File: src/rtl/sp_pkg.sv
package sp_pkg;
  typedef enum logic [2:0] {
    OP_NONE, OP_PUSH, OP_POP, OP_CALL, OP_RET, OP_LOAD
  } op_e;

  typedef enum logic [1:0] {
    ST_IDLE, ST_CALL2, ST_RET2
  } seq_e;

  typedef enum logic [1:0] {
    MV_HOLD, MV_INC, MV_DEC, MV_LOAD
  } move_e;

  typedef enum logic [1:0] {
    RD_NONE, RD_POP, RD_HI, RD_LO
  } rd_e;
endpackage

File: src/rtl/sp_cmd_arb.sv
module sp_cmd_arb
  import sp_pkg::*;
(
  input  logic ready_i,
  input  logic push_i,
  input  logic pop_i,
  input  logic call_i,
  input  logic ret_i,
  input  logic load_i,
  output op_e  op_o
);
  // fixed priority: call > return > push > pop > load
  always_comb begin
    op_o = OP_NONE;
    if (ready_i) begin
      if (call_i)      op_o = OP_CALL;
      else if (ret_i)  op_o = OP_RET;
      else if (push_i) op_o = OP_PUSH;
      else if (pop_i)  op_o = OP_POP;
      else if (load_i) op_o = OP_LOAD;
    end
  end
endmodule

File: src/rtl/sp_ptr.sv
module sp_ptr
  import sp_pkg::*;
#(
  parameter int          PTR_W    = 8,
  parameter logic [PTR_W-1:0] RESET_SP = 8'h07
) (
  input  logic             clk,
  input  logic             rst_n,
  input  move_e            move_i,
  input  logic [PTR_W-1:0] load_i,
  output logic [PTR_W-1:0] sp_o,
  output logic [PTR_W-1:0] sp_inc_o
);
  localparam logic [PTR_W-1:0] ONE = PTR_W'(1);

  logic [PTR_W-1:0] sp_q;

  assign sp_inc_o = sp_q + ONE;   // wraps modulo 2**PTR_W
  assign sp_o     = sp_q;

  always_ff @(posedge clk or negedge rst_n) begin
    if (!rst_n) begin
      sp_q <= RESET_SP;
    end else begin
      case (move_i)
        MV_INC:  sp_q <= sp_inc_o;
        MV_DEC:  sp_q <= sp_q - ONE;
        MV_LOAD: sp_q <= load_i;
        default: sp_q <= sp_q;
      endcase
    end
  end
endmodule

File: src/rtl/sp_seq.sv
module sp_seq
  import sp_pkg::*;
#(
  parameter int DATA_W = 8,
  localparam int RA_W  = 2 * DATA_W
) (
  input  logic              clk,
  input  logic              rst_n,
  input  op_e               op_i,
  input  logic [DATA_W-1:0] push_data_i,
  input  logic [RA_W-1:0]   call_addr_i,
  output logic              ready_o,
  output move_e             move_o,
  output logic              we_o,
  output logic [DATA_W-1:0] wdata_o,
  output rd_e               rd_o
);
  seq_e              st_q, st_d;
  logic [DATA_W-1:0] hi_q;

  assign ready_o = (st_q == ST_IDLE);

  always_comb begin
    st_d    = st_q;
    move_o  = MV_HOLD;
    we_o    = 1'b0;
    wdata_o = push_data_i;
    rd_o    = RD_NONE;
    case (st_q)
      ST_IDLE: begin
        case (op_i)
          OP_PUSH: begin
            move_o = MV_INC;
            we_o   = 1'b1;
          end
          OP_POP: begin
            move_o = MV_DEC;
            rd_o   = RD_POP;
          end
          OP_CALL: begin
            move_o  = MV_INC;
            we_o    = 1'b1;
            wdata_o = call_addr_i[DATA_W-1:0];
            st_d    = ST_CALL2;
          end
          OP_RET: begin
            move_o = MV_DEC;
            rd_o   = RD_HI;
            st_d   = ST_RET2;
          end
          OP_LOAD: move_o = MV_LOAD;
          default: ;
        endcase
      end
      ST_CALL2: begin
        move_o  = MV_INC;
        we_o    = 1'b1;
        wdata_o = hi_q;
        st_d    = ST_IDLE;
      end
      ST_RET2: begin
        move_o = MV_DEC;
        rd_o   = RD_LO;
        st_d   = ST_IDLE;
      end
      default: st_d = ST_IDLE;
    endcase
  end

  always_ff @(posedge clk or negedge rst_n) begin
    if (!rst_n) begin
      st_q <= ST_IDLE;
      hi_q <= '0;
    end else begin
      st_q <= st_d;
      if (st_q == ST_IDLE && op_i == OP_CALL)
        hi_q <= call_addr_i[RA_W-1:DATA_W];
    end
  end
endmodule

File: src/rtl/sp_readback.sv
module sp_readback
  import sp_pkg::*;
#(
  parameter int DATA_W = 8,
  localparam int RA_W  = 2 * DATA_W
) (
  input  logic              clk,
  input  logic              rst_n,
  input  rd_e               rd_i,
  input  logic [DATA_W-1:0] rdata_i,
  output logic              pop_valid_o,
  output logic [DATA_W-1:0] pop_data_o,
  output logic              ret_valid_o,
  output logic [RA_W-1:0]   ret_addr_o
);
  logic [DATA_W-1:0] hi_q;

  always_ff @(posedge clk or negedge rst_n) begin
    if (!rst_n) begin
      pop_valid_o <= 1'b0;
      pop_data_o  <= '0;
      ret_valid_o <= 1'b0;
      ret_addr_o  <= '0;
      hi_q        <= '0;
    end else begin
      pop_valid_o <= (rd_i == RD_POP);
      ret_valid_o <= (rd_i == RD_LO);
      if (rd_i == RD_POP) pop_data_o <= rdata_i;
      if (rd_i == RD_HI)  hi_q       <= rdata_i;
      if (rd_i == RD_LO)  ret_addr_o <= {hi_q, rdata_i};
    end
  end
endmodule

File: src/rtl/stack_ptr_unit.sv
module stack_ptr_unit
  import sp_pkg::*;
#(
  parameter int               PTR_W    = 8,
  parameter int               DATA_W   = 8,
  parameter logic [PTR_W-1:0] RESET_SP = 8'h07,
  localparam int              RA_W     = 2 * DATA_W
) (
  input  logic              clk,
  input  logic              rst_n,
  input  logic              push_i,
  input  logic [DATA_W-1:0] push_data_i,
  input  logic              pop_i,
  input  logic              call_i,
  input  logic [RA_W-1:0]   call_addr_i,
  input  logic              ret_i,
  input  logic              load_i,
  input  logic [PTR_W-1:0]  load_value_i,
  output logic              cmd_ready_o,
  output logic [PTR_W-1:0]  ram_addr_o,
  output logic              ram_we_o,
  output logic [DATA_W-1:0] ram_wdata_o,
  input  logic [DATA_W-1:0] ram_rdata_i,
  output logic              pop_valid_o,
  output logic [DATA_W-1:0] pop_data_o,
  output logic              ret_valid_o,
  output logic [RA_W-1:0]   ret_addr_o,
  output logic [PTR_W-1:0]  sp_o
);
  op_e              op;
  move_e            move;
  rd_e              rd;
  logic [PTR_W-1:0] sp_inc;

  sp_cmd_arb u_arb (
    .ready_i (cmd_ready_o),
    .push_i  (push_i),
    .pop_i   (pop_i),
    .call_i  (call_i),
    .ret_i   (ret_i),
    .load_i  (load_i),
    .op_o    (op)
  );

  sp_seq #(.DATA_W(DATA_W)) u_seq (
    .clk         (clk),
    .rst_n       (rst_n),
    .op_i        (op),
    .push_data_i (push_data_i),
    .call_addr_i (call_addr_i),
    .ready_o     (cmd_ready_o),
    .move_o      (move),
    .we_o        (ram_we_o),
    .wdata_o     (ram_wdata_o),
    .rd_o        (rd)
  );

  sp_ptr #(.PTR_W(PTR_W), .RESET_SP(RESET_SP)) u_ptr (
    .clk      (clk),
    .rst_n    (rst_n),
    .move_i   (move),
    .load_i   (load_value_i),
    .sp_o     (sp_o),
    .sp_inc_o (sp_inc)
  );

  // pre-increment on writes, current slot on reads
  assign ram_addr_o = (move == MV_INC) ? sp_inc : sp_o;

  sp_readback #(.DATA_W(DATA_W)) u_rb (
    .clk         (clk),
    .rst_n       (rst_n),
    .rd_i        (rd),
    .rdata_i     (ram_rdata_i),
    .pop_valid_o (pop_valid_o),
    .pop_data_o  (pop_data_o),
    .ret_valid_o (ret_valid_o),
    .ret_addr_o  (ret_addr_o)
  );
endmodule

File: config.mk
export PLATFORM = sky130hd
export DESIGN_NAME = stack_ptr_unit
export DESIGN_NICKNAME = d
export VERILOG_FILES = /design/src/rtl/sp_pkg.sv /design/src/rtl/sp_cmd_arb.sv /design/src/rtl/sp_ptr.sv /design/src/rtl/sp_seq.sv /design/src/rtl/sp_readback.sv /design/src/rtl/stack_ptr_unit.sv
export SDC_FILE = /design/constraint.sdc
export NUM_CORES = 1
export LEC_CHECK = 0
export ABC_AREA = 0
export BUFFER_PORTS_ARGS = -buffer_cell sky130_fd_sc_hd__clkbuf_2
export CORE_MARGIN = 10
export CORE_UTILIZATION = 25
export DETAILED_ROUTE_END_ITERATION = 16
export PLACE_DENSITY = 0.52
export SLEW_MARGIN = 15
export SYNTH_ARGS = -nofsm -noshare
export SYNTH_HDL_FRONTEND = slang
export SYNTH_SLANG_ARGS = --single-unit
File: constraint.sdc
create_clock -name clk -period 2.4 [get_ports clk]
set_input_delay 0.48 -clock clk [delete_from_list [all_inputs] [get_ports clk]]
set_output_delay 0.48 -clock clk [all_outputs]
set_load 0.01 [all_outputs]
Word level (Yosys, flattened, before mapping) --
Index checks and enable logic that the tools add are counted.
Operators by class: muxes and demuxes 18, reduce and logical (&&, ||, !) cells 5, eq/ne operators 14, $add $sub $neg 2
Operators by type and width (count):
- 8-bit one-hot mux with 3 select lines | 1
- 3-bit 2-to-1 mux | 6
- 8-bit 2-to-1 mux | 2
- 8-bit one-hot mux with 2 select lines | 1
- 2-bit one-hot mux with 2 select lines | 3
- 2-bit one-hot mux with 3 select lines | 2
- 2-bit equality test (second input constant) | 5
- 8-bit by 1-bit adder with 8-bit output (second input constant) | 1
- 8-bit by 1-bit subtractor with 8-bit output (second input constant) | 1
- 2-bit by 1-bit equality test with 1-bit output (second input constant) | 3
- 3-bit by 2-bit equality test with 1-bit output (second input constant) | 2
- 3-bit equality test (second input constant) | 2
- 2-bit OR reduction | 2
- 3-bit by 1-bit equality test with 1-bit output (second input constant) | 1
- 3-bit by 1-bit inequality test with 1-bit output (second input constant) | 1
- 3-bit nonzero test | 1
- 2-bit logical NOT | 1
- 2-bit 2-to-1 mux | 1
- 1-bit one-hot mux with 2 select lines | 1
- 1-bit logical AND | 1
- 1-bit 2-to-1 mux | 1
Storage, ports and cells: logic and storage cells 47, output and inout port bits 52, bits in registers 52, bits of input ports 47

Depth between registers and ports, before layout --
Gate-level depths: netlist (run 1).
depth after elaboration 12, gate-level depth with buffers 7, depth with buffers taken out 7

By module --
Synthesis (run 1) repeated with hierarchy kept, for this count alone.
Unflattened totals: cell total of the unflattened synthesis 246, area total of the unflattened synthesis 2954.1 sq um
By module, submodules not included:
- sp_readback | area an instance 1370.1 sq um, times used 1, cells an instance 74, sequential area each 850.8 sq um
- sp_ptr | area an instance 752.0 sq um, times used 1, cells an instance 94, sequential area each 203.9 sq um
- sp_seq | area an instance 629.4 sq um, times used 1, cells an instance 59, sequential area each 250.2 sq um
- stack_ptr_unit | area an instance 145.1 sq um, times used 1, cells an instance 10, sequential area each 0.0 sq um
- sp_cmd_arb | area an instance 57.6 sq um, times used 1, cells an instance 9, sequential area each 0.0 sq um

Worst setup path after synthesis (run 1) --
No wires, ideal clock.
kind input port to output port, start point input ret_i, end point output ram_addr_o[4], stages 6, data required time 1.920 ns, path buffers 1, arrival time 1.574 ns, setup slack 0.346 ns, path through nand2b_1 -> a21o_1 -> inv_1 -> clkbuf_1 -> nand2_1 -> xnor2_1
On the way: longest elaborated chain between the ends 9, elaborated cells between the ends (all ways) 14, classes of those cells eq/ne (6); mux (6); reduce/logical (2)
RTL lines:
- from (decl) | RTL line stack_ptr_unit.sv:16 | input logic ret_i,
- 3-bit 2-to-1 mux (*) | RTL line sp_cmd_arb.sv:17 | else if (ret_i) op_o = OP_RET;
- 3-bit 2-to-1 mux (*) | RTL line sp_cmd_arb.sv:16 | if (call_i) op_o = OP_CALL;
- 3-bit 2-to-1 mux (*) | RTL line sp_cmd_arb.sv:15 | if (ready_i) begin
- 3-bit by 2-bit equality test with 1-bit output, or another cell as far along | RTL line sp_seq.sv:31 | case (op_i)
- 2-bit OR reduction (no line)
- 2-bit one-hot mux with 3 select lines (*) | RTL line sp_seq.sv:31
- 2-bit one-hot mux with 3 select lines (*) | RTL line sp_seq.sv:29 | case (st_q)
- 2-bit by 1-bit equality test with 1-bit output (*) | RTL line stack_ptr_unit.sv:68 | assign ram_addr_o = (move == MV_INC) ? sp_inc : sp_o;
- 8-bit 2-to-1 mux (*) | RTL line stack_ptr_unit.sv:68
- to (decl) | RTL line stack_ptr_unit.sv:20 | output logic [PTR_W-1:0] ram_addr_o,
Every way passes the cells marked *; elsewhere a longest branch is shown, timed or not.

Worst setup path in the final report (run 1) --
start point register u_ptr.sp_q[0], in the netlist u_ptr.sp_o[0], end point output ram_addr_o[6]
On the way: longest elaborated chain between the ends 2
RTL lines:
- from (decl) | RTL line sp_ptr.sv:16 | logic [PTR_W-1:0] sp_q;
- from (signal assigned) | RTL line sp_ptr.sv:26 | MV_INC: sp_q <= sp_inc_o;
- from (signal assigned) | RTL line sp_ptr.sv:27 | MV_DEC: sp_q <= sp_q - ONE;
- from (signal assigned) | RTL line sp_ptr.sv:28 | MV_LOAD: sp_q <= load_i;
- 8-bit by 1-bit adder with 8-bit output | RTL line sp_ptr.sv:18 | assign sp_inc_o = sp_q + ONE;
- 8-bit 2-to-1 mux | RTL line stack_ptr_unit.sv:68
Every way passes these cells.

==> reports/summary.txt, run 1 <==
run status - finished, final reports clean
gpl congestion - 0.773
drt pass-1 iters - 4
P_leak - 1.65 nW
Post-synth EDFFs - 0
Slew @ Worst Pin - 0.488 ns
top_reg_cell synth - dfrtp_1
CTS tree - built
worst hold margin - 0.104 ns
switching fraction of total power - 37.8%
share of the synthesized area in the top cell type - 46.9%
RSZ-0062 raised after global routing - yes
Clock Sinks - 52
Root Buffer - clkbuf_8
setup TNS - 0 ns
Fin. Hold Viols - 0
total grt overflow - 0
worst skew pair latency - 0.31 ns
setup violators final - 0
diodes inserted - 0
combinational power share - 40.7%
CTS Hold Bufs - 0
Die Y - 122 um
sequence of cells on the critical path - ha_4 > and3_4 > nand3_1 > nor2_2 > xor2_1 > buf_2
DRC Markers - 0
peak supply drop - 0.345 mV
Vias/cell - 4.48
die width - 122 um
largest net degree at the start of global routing - 22
CP required - 1.92 ns
dpl hpwl - 5980 um
vias in the first global route - 2295
WP data arrival - 1.85 ns
Worst Hold Class - primary input to asynchronous set/reset pin
total CTS buffers - 5
H-tree lvl count - 2
pwr dens - 942 mW/mm^2
CTS Buffer Depth - 2
#FFs+latches synth - 52
Synth area leaders - dfrtp_1 (47%), mux2_2 (14%), nand2_1 (6.3%)
Cells after Synth - 249
Mapped Nets - 298
Crit Path Class - flip-flop to primary output
sequential share of power - 43.1%
DR vias - 2210
I/O pin count - 99
Seq/Total Area, Yosys - 49.9%
# port buffers - 98
initial antenna violation count - 0
P_sw - 0.00122 W
Tmin final - 2.33 ns
Fmax achieved - 0.430 GHz
FP Rows - 37
remaining antenna violation count - 0
clock transition at the registers of the reported paths - 0.10 ns
Crit Path Max Fanout - 4
Detailed Route WL - 7760 um
Max Cap Viol - 0
relative slew slack - 67.5%
Wirelength per Cell - 15.7 um
Clk network pwr share - 16.2%
fill cell count - 1096
first-pass GRT wire length - 12100 um
Netlist cell types - 49
Yosys top cell by area - dfrtp_1
Worst path slowest cell - dfstp_2
Nets - 405
Int Pwr - 0.00202 W
nature of the critical path endpoint - primary output
Syn Area/Cell - 10.5 um^2
Final Cycle Share - 96.9%
die footprint - 0.0150 mm^2
startpoint types - flip-flop
Final Max Tran Viols - 0
Yosys Warn Count - 0
GR Util All Layers - 10.2%
Post-Syn Area - 0.00262 mm^2
synth-to-layout area growth - 31.5%
fraction of registers with async set/reset - 100%
clk_skew - 0.00445 ns
Iter 0 DRT Violations - 80
layout cell share with drive strength beyond 1 - 47.1%
CORE AREA - 0.0103 mm^2
slowest cell delay on critical path - 0.59 ns
Initial Utilization - 25.4%
==> layer usage <==
layer	part of all wire, %	GRT usage, %	vias up
met5	0	0	-
met4	0.15	1.10	0
met3	11	5.56	2
met2	44	15.3	79
met1	45	13.0	1041
li1	-	-	1088
==> worst max-delay path, delay by kind of cell (launching register included) <==
family,cells,cell delay (ns)
xor+xnor,1,0.15
fa+ha+maj,1,0.16
flops,1,0.59
buf+inv,1,0.15
simple gates,3,0.49
==> placed cells by master, fill, tap and decap left out, types with 6 or more instances in the layout <==
| master | n |
|---|---|
| a22oi_1 | 11 |
| buf_4 | 14 |
| clkbuf_2 | 97 |
| dfrtp_1 | 49 |
| inv_1 | 6 |
| mux2_2 | 32 |
| nand2_1 | 44 |
| nor2_1 | 12 |
| nor3_1 | 6 |
| o21ai_0 | 12 |
| xnor2_1 | 8 |
==> layout make-up <==
cell class / count / area, um^2 / area share, %
Multi-Input combinational cell: 178 / 1250 / 36.4
Inverter: 7 / 26.3 / 0.764
Sequential cell: 52 / 1310 / 37.9
Clock buffer: 5 / 68.8 / 2.00
Timing Repair Buffer: 112 / 596 / 17.3
Clock inverter: 3 / 22.5 / 0.655
Tap cell: 136 / 170 / 4.95
==> power groups by stage <==
stage | sequential (W) | clock (W) | combinational (W)
floorplan | 0.00143 | 0 | 0.000728
global placement | 0.00140 | 0 | 0.00128
detailed placement | 0.00142 | 0 | 0.00129
CTS | 0.00139 | 0.000560 | 0.00134
global route | 0.00144 | 0.000594 | 0.00147
finish | 0.00140 | 0.000526 | 0.00132
==> kinds of logic after synthesis <==
kind of cell | share of synthesized area [%]
mux | 13.8
flops | 49.9
buf+inv | 3.16
xor+xnor | 3.68
fa+ha+maj | 0.957
compound gates | 11.4
simple gates | 17.1
==> what timing repair did <==
| action | 4_1_cts | 5_1_grt |
|---|---|---|
| resized for setup | 2 | 4 |
| endpoints found under the setup margin | 1 | 5 |
| pin swaps | 0 | 1 |
| buffers inserted | 3 | 0 |
==> metrics by stage <==
step	std cells	worst slack, ns	util [%]	power [W]	cell area [um^2]
2_1_floorplan	249	0.346	-	0.00215	2620
3_3_place_gp	482	0.233	32.1	0.00269	3300
3_5_place_dp	482	0.189	32.1	0.00271	3300
4_1_cts	493	0.0112	33.3	0.00329	3420
5_1_grt	493	-0.0692	33.5	0.00351	3440
6_report	493	0.0742	33.5	0.00324	3440
==> worst paths after layout <==
check	to	startpoint	cells after the start	slack (ns)
setup / recovery	ram_addr_o[6]	u_ptr.sp_o[0]	6	0.07
hold / removal	u_rb.ret_addr_o[7]	rst_n	1	0.10
setup reg to reg	u_ptr.sp_o[4]	u_ptr.sp_o[0]	7	0.49
hold reg to reg	u_rb.pop_data_o[0]	u_rb.pop_data_o[0]	2	0.50
max in group asynchronous	u_ptr.sp_o[1]	rst_n	2	1.58
min in group clk	u_rb.pop_data_o[0]	ram_rdata_i[0]	3	0.39
==> cell usage after synthesis (2+ instances only) <==
library cell and number:
a31oi_1 2, buf_2 3, o21ai_0 12, o22ai_1 2
o211ai_1 2, dfrtp_1 49, ha_1 2, inv_1 6
or2_2 2, nand3_1 5, nand2_1 44, xor2_1 3
nor2b_1 2, nor3_2 2, clkbuf_1 7, a22oi_1 11
xnor2_1 8, nor4_1 2, nand2b_1 3, mux2_2 32
nor2_1 13, nor3_1 7, dfstp_2 3, and2_1 2
==> flip-flops by register name, summed over array words and instances (netlist names) <==
signal	flops
u_rb.ret_addr_o	16
u_ptr.sp_o	8
u_rb.hi_q	8
u_rb.pop_data_o	8
u_seq.hi_q	8
u_seq.st_q	2
u_rb.pop_valid_o	1
u_rb.ret_valid_o	1
Note: power is estimated with default switching activity, not from simulation.
==> run 2, diff against run 1 <==
Settings changed: CORE_ASPECT_RATIO from default to 0.6.
==> reports/summary.txt, run 2 (synthesis gave the netlist of run 1 again) <==
run status - finished, final reports clean
RSZ-0062 raised after global routing - yes
Final Cycle Share - 96.6%
synth-to-layout area growth - 34.9%
nature of the critical path endpoint - primary output
Detailed Route WL - 8050 um
Root Buffer - clkbuf_16
Final Max Tran Viols - 0
total grt overflow - 0
Vias/cell - 4.57
Wirelength per Cell - 16.4 um
layout cell share with drive strength beyond 1 - 47.3%
DR vias - 2248
first-pass GRT wire length - 13000 um
worst skew pair latency - 0.29 ns
pwr dens - 993 mW/mm^2
setup violators final - 0
sequence of cells on the critical path - ha_4 > and3_4 > nand3_4 > nor2_4 > xor2_1 > buf_2
Placed Area - 0.00331 mm^2
P_leak - 1.68 nW
Crit Path Max Fanout - 7
worst hold margin - 0.201 ns
drt pass-1 iters - 5
CTS Hold Bufs - 0
Nets - 405
CTS Buffer Depth - 2
slowest cell delay on critical path - 0.61 ns
# port buffers - 98
remaining antenna violation count - 0
die footprint - 0.0151 mm^2
GR Util All Layers - 10.5%
WP data arrival - 1.84 ns
Worst path slowest cell - dfstp_2
die width - 152 um
largest net degree at the start of global routing - 32
Largest Register - u_rb.ret_addr_o
Tmin final - 2.32 ns
commonest non-fill, non-tap cell in the layout - clkbuf_2
dpl hpwl - 6320 um
final core utilization - 35.2%
CORE AREA - 0.0100 mm^2
Slew @ Worst Pin - 0.645 ns
initial antenna violation count - 1
H-tree lvl count - 2
most frequent cells in the layout - clkbuf_2 (97), dfrtp_1 (49), nand2_1 (44)
clk_skew - 0.00881 ns
diodes inserted - 0
vias in the first global route - 2399
Max Cap Viol - 0
Iter 0 DRT Violations - 54
Worst Hold Class - primary input to asynchronous set/reset pin
Die Y - 99.2 um
finished layout cell area - 0.00353 mm^2
FP Rows - 28
CTS tree - built
startpoint types - flip-flop
Clock Sinks - 52
DRC Markers - 0
Largest register FFs - 16
Fmax achieved - 0.431 GHz
clock transition at the registers of the reported paths - 0.07 ns
I/O pin count - 99
Fin. Hold Viols - 0
total CTS buffers - 5
relative slew slack - 57.0%
Crit Path Class - flip-flop to primary output
gpl congestion - 0.802
peak supply drop - 0.413 mV
Initial Utilization - 26.1%
CP required - 1.92 ns
setup TNS - 0 ns
run 2: cell type report:
class,count,area [um^2]
clock inverter,2,17.5
clock buffer,6,129
timing repair buffer,112,608
tap,135,169
fill,1065,6490
inverter,7,26.3
sequential,52,1310
multi-input combinational,178,1270
run 2: per-layer routing:
metal | GRT usage [%] | wire length, um | part of all wire [%]
met1 | 13.8 | 3990 | 50
met2 | 15.5 | 3420 | 42
met3 | 4.69 | 602 | 7.5
met4 | 1.77 | 32 | 0.40
met5 | 0 | 9 | 0.11
run 2: path summary, 6_finish.rpt:
path	startpoint	endpoint	slack (ns)	depth (start not counted)
hold reg to reg	u_rb.pop_data_o[3]	u_rb.pop_data_o[3]	0.48	2
min in group clk	ram_rdata_i[0]	u_rb.pop_data_o[0]	0.41	3
setup / recovery	u_ptr.sp_o[0]	ram_addr_o[6]	0.08	6
hold / removal	rst_n	u_rb.ret_addr_o[14]	0.20	1
max in group asynchronous	rst_n	u_rb.ret_valid_o	1.62	2
setup reg to reg	u_seq.st_q[0]	u_rb.hi_q[0]	0.50	4
run 2: timing repair:
| item | 4_1_cts | 5_1_grt |
|---|---|---|
| pin swaps | 0 | 2 |
| setup buffers | 0 | 3 |
| gates resized for setup | 2 | 8 |
| setup endpoints to repair | 1 | 3 |
run 2: power breakdown:
group	switching, W	internal [W]	total [W]	leakage (nW)
registers	0.000263	0.00116	0.00142	0.625
clock network	0.000337	0.000396	0.000732	0.0719
logic	0.000690	0.000661	0.00135	0.982
run 2: worst max-delay path: cells and delay by family (launching register included):
family | cells | cell delay, ns
buffers and inverters | 1 | 0.15
adder cells (fa/ha/maj) | 1 | 0.17
XOR/XNOR | 1 | 0.14
AND/OR/NAND/NOR | 3 | 0.47
flip-flops | 1 | 0.61
run 2: stage by stage:
step	total power, W	setup slack [ns]	cells
2_1_floorplan	0.00215	0.346	249
3_3_place_gp	0.00270	0.205	481
3_5_place_dp	0.00273	0.169	481
4_1_cts	0.00349	0.00380	489
5_1_grt	0.00378	-0.0260	492
6_report	0.00350	0.0809	492
